$ cat src/rtl/eepw_pkg.sv
`timescale 1ns/1ps
// Shared types for the EEPROM byte writer with completion polling.
package eepw_pkg;

    // Sequencer phases, in the order one request walks through them.
    typedef enum logic [2:0] {
        ST_IDLE  = 3'd0,
        ST_SETUP = 3'd1,
        ST_PULSE = 3'd2,
        ST_HOLD  = 3'd3,
        ST_GAP   = 3'd4,
        ST_READ  = 3'd5,
        ST_DONE  = 3'd6
    } eepw_state_t;

endpackage

$ cat src/rtl/eepw_phase_timer.sv
`timescale 1ns/1ps
// Phase length counter.
// Counts cycles within the current phase and flags the last cycle, which is
// the cycle where the count equals the limit (so a phase lasts limit+1 cycles).
// Assumes the owner pulses restart on the last cycle of every phase and while idle.
module eepw_phase_timer #(
    parameter int CW = 8
) (
    input  logic          clk,
    input  logic          rst_n,
    input  logic          restart,
    input  logic [CW-1:0] limit,
    output logic          last
);

    logic [CW-1:0] cnt_q;

    // Cycle count within the phase, cleared at each phase boundary.
    always_ff @(posedge clk) begin
        if (!rst_n) begin
            cnt_q <= '0;
        end else if (restart) begin
            cnt_q <= '0;
        end else begin
            cnt_q <= cnt_q + CW'(1);
        end
    end

    // Final cycle of the phase.
    assign last = (cnt_q == limit);

endmodule

$ cat src/rtl/eepw_poll_timer.sv
`timescale 1ns/1ps
// Polling budget counter.
// Counts the cycles spent polling since the write completed and reports when
// the cycle being spent is the TIMEOUT_CYC-th or later.
// Assumes TIMEOUT_CYC >= 1; the count saturates and never wraps.
module eepw_poll_timer #(
    parameter int TIMEOUT_CYC = 2_000_000
) (
    input  logic clk,
    input  logic rst_n,
    input  logic clr,
    input  logic en,
    output logic expired
);

    localparam int TW = $clog2(TIMEOUT_CYC + 1);
    localparam logic [TW-1:0] LAST_IDX = TW'(TIMEOUT_CYC - 1);

    logic [TW-1:0] spent_q;

    // Polling cycles already spent, held at the limit once reached.
    always_ff @(posedge clk) begin
        if (!rst_n) begin
            spent_q <= '0;
        end else if (clr) begin
            spent_q <= '0;
        end else if (en && !expired) begin
            spent_q <= spent_q + TW'(1);
        end
    end

    // The current cycle is at or beyond the budget.
    assign expired = (spent_q >= LAST_IDX);

endmodule

$ cat src/rtl/eepw_pin_decode.sv
`timescale 1ns/1ps
// Memory pin decoder.
// Turns the sequencer phase into strobe levels and the data bus drive, and
// compares bit 7 of the byte on the bus with bit 7 of the byte written.
// Assumes the phase comes straight from a register, so the strobes change
// only at clock edges.
module eepw_pin_decode
    import eepw_pkg::*;
#(
    parameter int AW = 19
) (
    input  eepw_state_t   state,
    input  logic [AW-1:0] addr_q,
    input  logic [7:0]    data_q,
    input  logic [7:0]    dq_in,
    output logic [AW-1:0] mem_addr,
    output logic          mem_cs_n,
    output logic          mem_we_n,
    output logic          mem_oe_n,
    output logic [7:0]    dq_out,
    output logic          dq_oe,
    output logic          bit7_match
);

    logic unused_low_bits;

    // Strobe levels for each phase.
    always_comb begin
        mem_cs_n = 1'b1;
        mem_we_n = 1'b1;
        mem_oe_n = 1'b1;
        dq_oe    = 1'b0;
        unique case (state)
            ST_SETUP: begin
                mem_cs_n = 1'b0;
            end
            ST_PULSE: begin
                mem_cs_n = 1'b0;
                mem_we_n = 1'b0;
                dq_oe    = 1'b1;
            end
            ST_HOLD: begin
                mem_cs_n = 1'b0;
                dq_oe    = 1'b1;
            end
            ST_READ: begin
                mem_cs_n = 1'b0;
                mem_oe_n = 1'b0;
            end
            default: begin
                mem_cs_n = 1'b1;
            end
        endcase
    end

    assign mem_addr   = addr_q;
    assign dq_out     = data_q;
    assign bit7_match = (dq_in[7] == data_q[7]);

    // The low bits play no part in the completion decision.
    assign unused_low_bits = ^dq_in[6:0];

endmodule

$ cat src/rtl/eeprom_poll_writer.sv
`timescale 1ns/1ps
// EEPROM byte writer with bit-7 completion polling.
// Takes one address and data byte per request, runs a timed write cycle,
// then reads the same address after programmable pauses until bit 7 reads
// back true, or until the polling budget of TIMEOUT_CYC cycles is spent.
// Assumes the cfg_* inputs stay stable while a request is in progress.
module eeprom_poll_writer
    import eepw_pkg::*;
#(
    parameter int AW          = 19,
    parameter int CW          = 8,
    parameter int TIMEOUT_CYC = 2_000_000
) (
    input  logic          clk,
    input  logic          rst_n,
    input  logic [CW-1:0] cfg_setup,
    input  logic [CW-1:0] cfg_pulse,
    input  logic [CW-1:0] cfg_hold,
    input  logic [CW-1:0] cfg_gap,
    input  logic [CW-1:0] cfg_read,
    input  logic          req_valid,
    input  logic [AW-1:0] req_addr,
    input  logic [7:0]    req_data,
    output logic          req_ready,
    output logic          done,
    output logic          err,
    output logic [AW-1:0] mem_addr,
    output logic          mem_cs_n,
    output logic          mem_we_n,
    output logic          mem_oe_n,
    output logic [7:0]    mem_dq_out,
    output logic          mem_dq_oe,
    input  logic [7:0]    mem_dq_in
);

    eepw_state_t   state_q, state_d;
    logic [AW-1:0] addr_q;
    logic [7:0]    data_q;
    logic          err_q;
    logic [CW-1:0] phase_limit;
    logic          phase_last;
    logic          phase_restart;
    logic          poll_expired;
    logic          bit7_match;
    logic          accept;

    assign accept = (state_q == ST_IDLE) && req_valid;

    // Length of the phase now running.
    always_comb begin
        unique case (state_q)
            ST_SETUP: phase_limit = cfg_setup;
            ST_PULSE: phase_limit = cfg_pulse;
            ST_HOLD:  phase_limit = cfg_hold;
            ST_GAP:   phase_limit = cfg_gap;
            ST_READ:  phase_limit = cfg_read;
            default:  phase_limit = '0;
        endcase
    end

    assign phase_restart = phase_last || (state_q == ST_IDLE) || (state_q == ST_DONE);

    eepw_phase_timer #(
        .CW(CW)
    ) u_phase (
        .clk    (clk),
        .rst_n  (rst_n),
        .restart(phase_restart),
        .limit  (phase_limit),
        .last   (phase_last)
    );

    eepw_poll_timer #(
        .TIMEOUT_CYC(TIMEOUT_CYC)
    ) u_budget (
        .clk    (clk),
        .rst_n  (rst_n),
        .clr    (state_q == ST_HOLD),
        .en     ((state_q == ST_GAP) || (state_q == ST_READ)),
        .expired(poll_expired)
    );

    eepw_pin_decode #(
        .AW(AW)
    ) u_pins (
        .state     (state_q),
        .addr_q    (addr_q),
        .data_q    (data_q),
        .dq_in     (mem_dq_in),
        .mem_addr  (mem_addr),
        .mem_cs_n  (mem_cs_n),
        .mem_we_n  (mem_we_n),
        .mem_oe_n  (mem_oe_n),
        .dq_out    (mem_dq_out),
        .dq_oe     (mem_dq_oe),
        .bit7_match(bit7_match)
    );

    // Phase sequencing, including the poll decision at the end of each read.
    always_comb begin
        state_d = state_q;
        unique case (state_q)
            ST_IDLE:  if (req_valid)  state_d = ST_SETUP;
            ST_SETUP: if (phase_last) state_d = ST_PULSE;
            ST_PULSE: if (phase_last) state_d = ST_HOLD;
            ST_HOLD:  if (phase_last) state_d = ST_GAP;
            ST_GAP:   if (phase_last) state_d = ST_READ;
            ST_READ: begin
                if (phase_last) begin
                    if (bit7_match || poll_expired) begin
                        state_d = ST_DONE;
                    end else begin
                        state_d = ST_GAP;
                    end
                end
            end
            ST_DONE:  state_d = ST_IDLE;
            default:  state_d = ST_IDLE;
        endcase
    end

    // Phase register.
    always_ff @(posedge clk) begin
        if (!rst_n) begin
            state_q <= ST_IDLE;
        end else begin
            state_q <= state_d;
        end
    end

    // Request capture, only while idle.
    always_ff @(posedge clk) begin
        if (!rst_n) begin
            addr_q <= '0;
            data_q <= '0;
        end else if (accept) begin
            addr_q <= req_addr;
            data_q <= req_data;
        end
    end

    // Outcome of the latest poll, reported with the done pulse.
    always_ff @(posedge clk) begin
        if (!rst_n) begin
            err_q <= 1'b0;
        end else if ((state_q == ST_READ) && phase_last) begin
            err_q <= !bit7_match;
        end
    end

    assign req_ready = (state_q == ST_IDLE);
    assign done      = (state_q == ST_DONE);
    assign err       = (state_q == ST_DONE) && err_q;

endmodule

$ cat config.mk
export PLATFORM = sky130hd
export DESIGN_NAME = eeprom_poll_writer
export DESIGN_NICKNAME = d
export VERILOG_FILES = /design/src/rtl/eepw_pkg.sv /design/src/rtl/eepw_phase_timer.sv /design/src/rtl/eepw_poll_timer.sv /design/src/rtl/eepw_pin_decode.sv /design/src/rtl/eeprom_poll_writer.sv
export SDC_FILE = /design/constraint.sdc
export NUM_CORES = 1
export LEC_CHECK = 0
export ABC_AREA = 1
export BUFFER_PORTS_ARGS = -buffer_cell sky130_fd_sc_hd__buf_2
export CORE_ASPECT_RATIO = 0.8
export CORE_UTILIZATION = 52
export CTS_BUF_LIST = sky130_fd_sc_hd__clkbuf_4
export DETAILED_ROUTE_END_ITERATION = 10
export GPL_ROUTABILITY_DRIVEN = 1
export GPL_TIMING_DRIVEN = 0
export PLACE_DENSITY = 0.81
export SLEW_MARGIN = 20
export SYNTH_ARGS = -nofsm -noshare
export SYNTH_HDL_FRONTEND = slang
export SYNTH_SLANG_ARGS = --single-unit
$ cat constraint.sdc
create_clock -name clk -period 2.55 [get_ports clk]
set_input_delay 0.51 -clock clk [delete_from_list [all_inputs] [get_ports clk]]
set_output_delay 0.51 -clock clk [all_outputs]
set_load 0.02 [all_outputs]
==> results of run 1 <==
[layout make-up]
cell class / count / share of cell area, %
multi-input cells: 371 / 43.0
flip-flops and latches: 60 / 29.5
repair buffers: 104 / 12.8
inverters: 51 / 4.70
clock inverters: 7 / 3.59
well taps: 81 / 2.49
plain buffers: 19 / 2.33
clock buffers: 9 / 1.66
[placed cells by master, fill, tap and decap left out, types with 2 or more instances in the layout]
cell type	netlist	layout
nand2_1	119	119
buf_2	7	111
nand3_1	69	69
dfxtp_1	60	60
nor2_1	61	59
a21oi_1	49	49
inv_1	47	47
nand4_1	15	15
o21ai_0	13	13
nor3_1	11	11
clkbuf_1	9	9
clkbuf_4	0	9
xor2_1	6	6
nor2_2	3	4
inv_2	4	4
nand2_2	4	4
nor3b_1	4	4
bufinv_16	0	4
xnor2_1	3	3
buf_4	2	2
nor4_1	2	2
o21ai_1	2	2
nand3b_1	2	2
ha_1	2	2
clkinv_4	0	2
[cells in the mapped netlist, types with 2 or more instances]
cell type / instances
nand2_1: 119
nand3_1: 69
nor2_1: 61
dfxtp_1: 60
a21oi_1: 49
inv_1: 47
nand4_1: 15
o21ai_0: 13
nor3_1: 11
clkbuf_1: 9
buf_2: 7
xor2_1: 6
inv_2: 4
nand2_2: 4
nor3b_1: 4
nor2_2: 3
xnor2_1: 3
buf_4: 2
ha_1: 2
nand3b_1: 2
nor4_1: 2
o21ai_1: 2
[flip-flops by register name (all words and copies together) (netlist names)]
register and flops:
u_budget.spent_q 21, addr_q 19, data_q 8, u_phase.cnt_q 8
state_q 3, err_q 1
[cell families after synthesis]
group,after synthesis
XOR/XNOR,9
flip-flops,60
adder cells (fa/ha/maj),2
buffers and inverters,70
AND/OR/NAND/NOR,294
AO/OA/AOI/OAI,66
[how the worst max path moves through the flow]
stage | end | slack (ns)
after detailed placement | req_ready | 0.35
after global placement | req_ready | 0.37
after floorplan | u_budget.spent_q[12] | 0.78
after CTS | req_ready | 0.04
final | req_ready | 0.24
after global routing | req_ready | 0.11
[per-stage QoR]
step	area (um2)	hold slack (ns)	util, %	instances	worst slack (ns)
finish	4080	0.351	68.6	702	0.238
global placement	3850	0.446	64.8	686	0.370
floorplan	3230	0.441	-	501	0.777
detailed placement	3850	0.450	64.8	686	0.353
global route	4080	0.339	68.6	702	0.115
CTS	4070	0.336	68.4	702	0.0426
[worst max-delay path, delay by kind of cell (launching register included)]
family | cells | cell delay (ns)
flip-flops | 1 | 0.32
buffers and inverters | 4 | 0.68
AND/OR/NAND/NOR | 2 | 0.40
[power by group]
group	total, uW	switching [uW]	internal [uW]
Sequential	1140	83.9	1050
Clock	984	383	602
Combinational	1420	963	462
Total	3540	1430	2110
[routing by layer]
metal | vias to the layer above | GRT usage (%) | share of wire, %
li1 | 1881 | - | -
met1 | 1627 | 36.4 | 45
met2 | 167 | 45.5 | 44
met3 | 15 | 8.60 | 9.8
met4 | 0 | 9.86 | 1.6
met5 | - | 0 | 0
==> run metrics, run 1 <==
RSZ-0062 raised after global routing false; final setup violation count 0; Synth Area per Inst ~6.4 um2; # hold bufs at CTS 0; n_diodes 0; critical path's slowest cell dfxtp_1; RR Endpoint u_budget.spent_q[5]; clock buffer depth 2; vias in the first global route 3364; Critical path origin state_q[1]; Buffers on Ports approximately 100; Post-synth ARST share 0%; Reg-to-Reg Start state_q[0]; clock transition at the registers of the reported paths ~0.12 ns; Synth Flop Type dfxtp_1; unique cell type count in the Yosys netlist 29; detailed placer's ending HPWL 6.60 mm; row cnt 25; Worst-Margin Slew between 0.5 and 0.6 ns; share of the synthesized area in the top cell type 37.2%; CP cell instances buf_6 -> nor2_4 -> inv_1 -> nor2_2 -> buf_2 -> buf_2; Final Cycle Share about nine tenths; post-cts sizing count 1; Req. time, crit path around 2.0 ns; Worst Hold End addr_q[16]; Final TNS setup 0 ns; worst skew pair latency just over 0.4 ns; core box area between 5000 and 6000 um2; number of synthesized flops with an enable pin 0; Worst Path Max Fanout 10; Critical Path AT about 1.8 ns; Synth Area in XOR/XNOR around 2.4%; drc violations 0; fin crit period ~2.3 ns; antenna viol nets, final 0; initial core utilization 54.3%; CTS Buf Count 9; Mapped Area ~3200 um2; layout cells sized above 1 ~23%; Hold WC Path Type in -> reg; # nets final a little under 700; per-cell routed wire length ~13 um; clk root buf clkbuf_4; final-report hold violation count 0; final worst clock skew between 0.015 and 0.02 ns; Yosys reg bits 60; main combinational cell family by area after synthesis simple AND/OR/NAND/NOR gates; total grt overflow 0; H-tree levels 3; Fmax between 0.4 and 0.5 GHz; pin count of the biggest net entering global routing 13; Total Wirelength approximately 9.0 mm; synth warn 0; Max stage delay on crit path 0.32 ns; Power Density 870 nW/um2; Critical Path End Type output port; Sink Count 60; Area Overhead vs Synth 26.2%; Synth area leader dfxtp_1; vias ~3700; first-pass detailed-route iteration total 5; Pleak between 0.0015 and 0.002 uW; hold depth 3; synthesized-area fraction occupied by adder cells less than 1%; Die ar. 6530 um2; reg2reg setup slack ~0.36 ns; Max Transition Viols Final 0; filler cell count between 500 and 600; drt initial violations 206; top cells by area, synth dfxtp_1 (37%), nand2_1 (14%), nand3_1 (11%); cell mode on critical path buf_2; Hold Crit Start req_addr[16]; CTS tree done; Max Cap Viol 0; status complete, no violations; mux contribution to synthesized area 0%; post-synthesis simple-gate area fraction between 40 and 50%; syn nets approximately 580; setup bufs post-CTS 0; Syn Inst Count 501; GPL Wtd Cong between 0.8 and 0.9; first-pass GRT wire length 14.9 mm; initial antenna violation count 0; # IOs between 100 and 150; FF+latch area roughly 1200 um2; Worst IR Drop VDD 0.540 mV; Setup Crit Path Kind reg -> out; Reg2Reg Depth 7; Compound-Gate Fraction of Synth Area between 10% and 20%; startpoint types flip-flop; GRT Total Usage roughly 28%; drt via density 5.26; Max-slew headroom between 60% and 70%; final total power around 3500 uW; post-synthesis sequential area ratio between 30% and 40%; area of the multi-input gates roughly 1800 um2; Die W approximately 90 um; Chip Height just over 70 um
Note: power is estimated with default switching activity, not from simulation.
==> run 2: changes to the inputs <==
Settings changed: ABC_AREA 1 to unset.
==> run 2 against run 1 <==
Design area rose by 0.61%. Sequential power fell by 9.6%. Critical path depth rose by 5. Global-route usage rose by 0.15 points. Largest cell class unchanged.
==> run metrics, run 2 <==
first-pass GRT wire length 13.9 mm (-6.4%); Post-synth ARST share 0% (unchanged); Chip Height 71.5 um (-1.4%); post-synthesis sequential area ratio 38.3% (+1.1 points); initial core utilization 55.9% (+1.5 points); n_diodes 0 (unchanged); Worst-Margin Slew 0.574 ns (-0.00125 ns); reg2reg setup slack 0.01 ns (-0.35 ns); drt via density 5.67 (+7.9%); core box area 5620 um2 (-5.5%); critical path's slowest cell or4_1; WHS 0.315 ns (-0.0358 ns); vias 3379 (-8.4%); end point of the critical path u_phase.cnt_q[4]; Setup Crit Path Kind reg -> reg; Critical Path AT 2.88 ns (+1.08 ns); row cnt 24 (-4.0%); final setup violation count 0 (unchanged); cell mode on critical path buf_8; # nets final 593 (-15%); drc violations 0 (unchanged); vias in the first global route 3130 (-7.0%); Fmax 0.394 GHz (-8.8%); fin crit period 2.54 ns (+0.223 ns); clock buffer depth 2 (unchanged); Total Wirelength 8.91 mm (-0.67%); Commonest cells post-synth nand2_1 (73), dfxtp_1 (60), a21oi_1 (44); status complete, no violations; drt initial violations 177 (-14%); most common cell in the netlist nand2_1; final worst clock skew 0.0120 ns (-0.00458 ns); Max Cap Viol 0 (unchanged); top cells by area, synth dfxtp_1 (38%), nand2_1 (8.7%), a21oi_1 (7.0%); share of the synthesized area in the top cell type 38.3% (+1.1 points); initial antenna violation count 0 (unchanged); GPL Wtd Cong 0.906 (+0.83%); commonest non-fill, non-tap cell in the layout buf_2; Die ar. 6350 um2 (-2.8%); Yosys reg bits 60 (unchanged); clk root buf clkbuf_4; # hold bufs at CTS 0 (unchanged); final-report hold violation count 0 (unchanged); unique cell type count in the Yosys netlist 54 (+86%); layout cells sized above 1 31.7% (+8.5 points); pin count of the biggest net entering global routing 12 (-1); detailed placer's ending HPWL 6.32 mm (-4.2%); filler cell count 443 (-17%); register bank with the most flops u_budget.spent_q; GRT Total Usage 28.5% (+0.15 points); Sink Count 60 (unchanged); Final Cycle Share 99.4% (+8.8 points); Placed Area 3760 um2 (-2.5%); clock transition at the registers of the reported paths 0.11 ns (about the same); first-pass detailed-route iteration total 6 (+1); commonest cells after routing, fill and taps aside buf_2 (107), nand2_1 (73), dfxtp_1 (55); number of synthesized flops with an enable pin 0 (unchanged); Worst IR Drop VDD 0.467 mV (-14%); Largest regs u_budget.spent_q: 21 flops, addr_q: 19 flops; Power Density 605 nW/um2 (-30%); Worst Path Max Fanout 10 (unchanged); Critical path origin state_q[1]; Max stage delay on crit path 0.42 ns (+0.10 ns); Syn Inst Count 390 (-22%); CTS tree done; Area Overhead vs Synth 30.7%; Buffers on Ports 104 (unchanged); worst skew pair latency 0.42 ns (about the same); syn nets 470 (-19%); number of flip-flops in the largest register 21 (unchanged); Reg2Reg Depth 11 (+4); Critical Path End Type flip-flop; Req. time, crit path 2.89 ns (+0.85 ns); synth warn 0 (unchanged); Reg-to-Reg Start state_q[1]; CTS Buf Count 9 (unchanged); startpoint types flip-flop; Synth Flop Type dfxtp_1; Synth Area per Inst 8.05 um2 (+25%); Die W 88.9 um (-1.4%); Mapped Area 3140 um2 (-2.8%); # IOs 112 (unchanged); total grt overflow 0 (unchanged); Core Util, Final 73.0% (+4.4 points); Finished Cell Area 4100 um2 (+0.61%); Max Transition Viols Final 0 (unchanged); CP cell instances buf_8 -> buf_8 -> mux2i_4 -> o211a_1 -> a211oi_2 -> a2111oi_4 -> buf_4 -> and3_4 -> or4_1 -> buf_6 -> nor2_1; Max-slew headroom 61.4% (-0.13 points); Synth area leader dfxtp_1; Pleak 0.00163 uW (-15%); RR Endpoint u_phase.cnt_q[4]; H-tree levels 3 (unchanged); per-cell routed wire length 14.9 um (+17%); Hold WC Path Type in -> reg; antenna viol nets, final 0 (unchanged)
run 2: changes by cell type in the layout (fill, tap and decap cells not counted), moves of 10 or more:
cell     delta
nor2_1     -33
o21ai_0    -10
nand2_1    -46
inv_1      -30
nand3_1    -59
nand4_1    -10
run 2: cell families (layout without fill, tap and decap cells):
| logic type | count (synthesis) | count (layout) | synth area share (%) |
|---|---|---|---|
| adders and majority gates | 2 | 2 | 0.797 |
| DFF | 60 | 60 | 38.3 |
| xor gates and xnor gates | 22 | 22 | 6.14 |
| buffers and inverters | 40 | 168 | 5.66 |
| muxes | 9 | 9 | 2.87 |
| AOI/OAI and AO/OA | 90 | 90 | 19.5 |
| and+or+nand+nor | 167 | 167 | 26.8 |
run 2: how the worst min path moves through the flow:
stage	startpoint	to	slack (ns)	depth (start not counted)
finish	req_addr[18]	addr_q[18]	0.31	3
floorplan	u_budget.spent_q[20]	u_budget.spent_q[20]	0.44	2
global route	req_addr[18]	addr_q[18]	0.30	3
detailed placement	data_q[4]	data_q[4]	0.44	2
global placement	addr_q[7]	addr_q[7]	0.44	2
CTS	req_addr[1]	addr_q[1]	0.29	3
run 2: worst max-delay path, delay by kind of cell, from the launching register on:
family | cells | cell delay (ns)
muxes | 1 | 0.18
and+or+nand+nor | 3 | 0.71
AOI/OAI and AO/OA | 3 | 0.60
DFF | 1 | 0.35
buffers and inverters | 4 | 0.62
run 2: cell type report:
class	count	area (um2)	share of cell area (%)
Clock inverter	7	91.3	2.23
Buffer	23	138	3.36
Clock buffer	9	67.6	1.65
Multi-Input combinational cell	290	1850	45.2
Inverter	17	63.8	1.56
Sequential cell	60	1210	29.5
Tap cell	78	97.6	2.38
Timing Repair Buffer	112	581	14.2
run 2: power breakdown:
group          total (uW)  internal, uW  switching [uW]
Clock                 762           392             371
Sequential           1030           992            39.9
Combinational         688           285             403
Total                2480          1670             813
run 2: timing repair:
| item | in CTS | in global routing |
|---|---|---|
| endpoints found under the setup margin | 12 | 41 |
| resized for setup | 8 | 30 |
| buffers inserted | 2 | 6 |
| pin swaps | 1 | 6 |
run 2: metrics by stage:
stage | cells | power [uW] | setup TNS (ns) | setup slack (ns)
final | 596 | 2480 | 0 | 0.0141
after global routing | 596 | 2600 | -0.439 | -0.0815
after CTS | 590 | 2430 | 0 | 0.00140
after detailed placement | 572 | 1640 | -1.26 | -0.155
after global placement | 572 | 1620 | -0.781 | -0.0999
after floorplan | 390 | 1440 | 0 | 0.198
run 2: routing by layer:
| metal | global-route usage (%) | vias up | part of all wire [%] |
|---|---|---|---|
| li1 | - | 1617 | - |
| met1 | 37.6 | 1596 | 44 |
| met2 | 43.6 | 135 | 45 |
| met3 | 9.91 | 31 | 8.5 |
| met4 | 9.32 | 0 | 1.9 |
| met5 | 0 | - | 0 |
==> run 3: changes to the inputs <==
Settings changed: PLACE_DENSITY 0.81 to 0.83.
==> run 3 against run 2 <==
Via count down 2.3%. Flip-flop and latch count unchanged. Critical path type unchanged. Design area down 2.0%. Routed wire length down 3.0%. Clock skew up 0.0011 ns. Highest routed layer unchanged. Global-route usage down 0.38 points. Die area unchanged.
==> run metrics, run 3 (synthesis results as in run 2) <==
WHS 0.314 ns (-0.00105 ns); layout cells sized above 1 31.0% (-0.68 points); final setup violation count 0 (unchanged); Power Density 571 nW/um2 (-5.7%); first-pass detailed-route iteration total 5 (-1); GRT Total Usage 28.1% (-0.38 points); critical path's slowest cell or4_1; commonest non-fill, non-tap cell in the layout buf_2; row cnt 24 (unchanged); # IOs 112 (unchanged); CTS Buf Count 9 (unchanged); final worst clock skew 0.0131 ns (+0.00112 ns); number of flip-flops in the largest register 21 (unchanged); Worst Path Max Fanout 8 (-2); Sink Count 60 (unchanged); # nets final 585 (-1.3%); Max Transition Viols Final 0 (unchanged); initial core utilization 55.9% (unchanged); startpoint types flip-flop; Pleak 0.00159 uW (-2.8%); Max Cap Viol 0 (unchanged); worst skew pair latency 0.41 ns (about the same); Buffers on Ports 104 (unchanged); initial antenna violation count 0 (unchanged); Critical Path End Type flip-flop; Worst-Margin Slew 0.593 ns (+0.0190 ns); Die ar. 6350 um2 (unchanged); final-report hold violation count 0 (unchanged); drt initial violations 192 (+8.5%); Critical Path AT 2.73 ns (-0.15 ns); Hold WC Path Type in -> reg; Chip Height 71.5 um (unchanged); antenna viol nets, final 0 (unchanged); clk root buf clkbuf_4; Total Wirelength 8.64 mm (-3.0%); Max stage delay on crit path 0.54 ns (+0.12 ns); Max-slew headroom 60.5% (-0.92 points); Largest regs u_budget.spent_q: 21 flops, addr_q: 19 flops; GPL Wtd Cong 0.863 (-4.7%); commonest cells after routing, fill and taps aside buf_2 (106), nand2_1 (73), dfxtp_1 (56); buffers and inverters on the worst path 1 (-3); Die W 88.9 um (unchanged); Critical path origin u_budget.spent_q[11]; Req. time, crit path 2.84 ns (-0.05 ns); Area Overhead vs Synth 28.0%; first-pass GRT wire length 13.7 mm (-2.0%); CTS tree done; fin crit period 2.44 ns (-0.0943 ns); family with the most delay on the worst path simple AND/OR/NAND/NOR gates; drc violations 0 (unchanged); n_diodes 0 (unchanged); drt via density 5.61 (-0.98%); Worst IR Drop VDD 0.390 mV (-16%); H-tree levels 3 (unchanged); pin count of the biggest net entering global routing 13 (+1); vias in the first global route 2995 (-4.3%); status complete, no violations; vias 3301 (-2.3%); Final TNS setup 0 ns (unchanged); per-cell routed wire length 14.7 um (-1.7%); Hold Crit Start req_addr[10]; total grt overflow 0 (unchanged); # hold bufs at CTS 0 (unchanged); Fmax 0.410 GHz (+3.9%); clock buffer depth 2 (unchanged); register bank with the most flops u_budget.spent_q; filler cell count 479 (+8.1%); clock transition at the registers of the reported paths 0.12 ns (about the same); detailed placer's ending HPWL 6.46 mm (+2.2%); core box area 5620 um2 (unchanged); Setup Crit Path Kind reg -> reg; Reg-to-Reg Start u_budget.spent_q[11]; CP cell instances or4_1 -> or4_4 -> o311a_4 -> o21a_1 -> buf_6 -> nand4_1 -> xor2_1 -> nor2_1; Final Cycle Share 95.7% (-3.7 points)
-- run 3: per-layer routing --
metal  vias to the layer above  wire length [um]  global-route usage [%]
li1                       1603                 -                       -
met2                       136              3980                    42.7
met3                        24               757                    10.4
met4                         0               176                    8.24
met1                      1538              3720                    37.3
met5                         -                 0                       0
-- run 3: worst paths after layout --
path,slack [ns],depth (start not counted),end
worst min-delay path,0.31,3,addr_q[10]
worst max-delay path,0.11,8,u_budget.spent_q[11]
worst min register to register,0.46,2,data_q[6]
worst max register to register,0.11,8,u_budget.spent_q[11]
-- run 3: cell type report --
| class | count | area, um2 | share of cell area, % |
|---|---|---|---|
| well taps | 78 | 97.6 | 2.43 |
| repair buffers | 105 | 528 | 13.1 |
| multi-input cells | 290 | 1870 | 46.5 |
| clock buffers | 9 | 67.6 | 1.68 |
| inverters | 17 | 63.8 | 1.59 |
| clock inverters | 7 | 52.6 | 1.31 |
| plain buffers | 22 | 130 | 3.24 |
| flip-flops and latches | 60 | 1210 | 30.1 |
-- run 3: worst reg2reg max path, cell delays in order, from the launching register on --
cell	delay, ns
dfxtp_2	0.36
or4_1	0.54
or4_4	0.43
o311a_4	0.35
o21a_1	0.21
buf_6	0.14
nand4_1	0.10
xor2_1	0.15
nor2_1	0.05
-- run 3: timing repair --
action                                  CTS  global route
setup buffers                             1             0
resized for setup                         3            35
endpoints found under the setup margin    8            34
hold endpoints to repair                  0             0
pin swaps                                 1             5
-- run 3: per-stage QoR --
| step | std cells | utilization (%) | setup WS (ns) | total power (uW) | area (um2) |
|---|---|---|---|---|---|
| after CTS | 589 | 69.4 | 0.0414 | 2240 | 3900 |
| after global routing | 588 | 71.5 | -0.0139 | 2420 | 4020 |
| final | 588 | 71.5 | 0.108 | 2290 | 4020 |
| after global placement | 572 | 66.9 | -0.0492 | 1620 | 3760 |
| after detailed placement | 572 | 66.9 | -0.0690 | 1640 | 3760 |
| after floorplan | 390 | - | 0.198 | 1440 | 3140 |
-- run 3: power by group --
part           internal [uW]  switching [uW]  leakage [uW]  total, uW
clock network            204             381     0.0000663        585
logic                    278             398       0.00103        676
registers                992            40.0      0.000490       1030
total                   1470             819       0.00159       2290
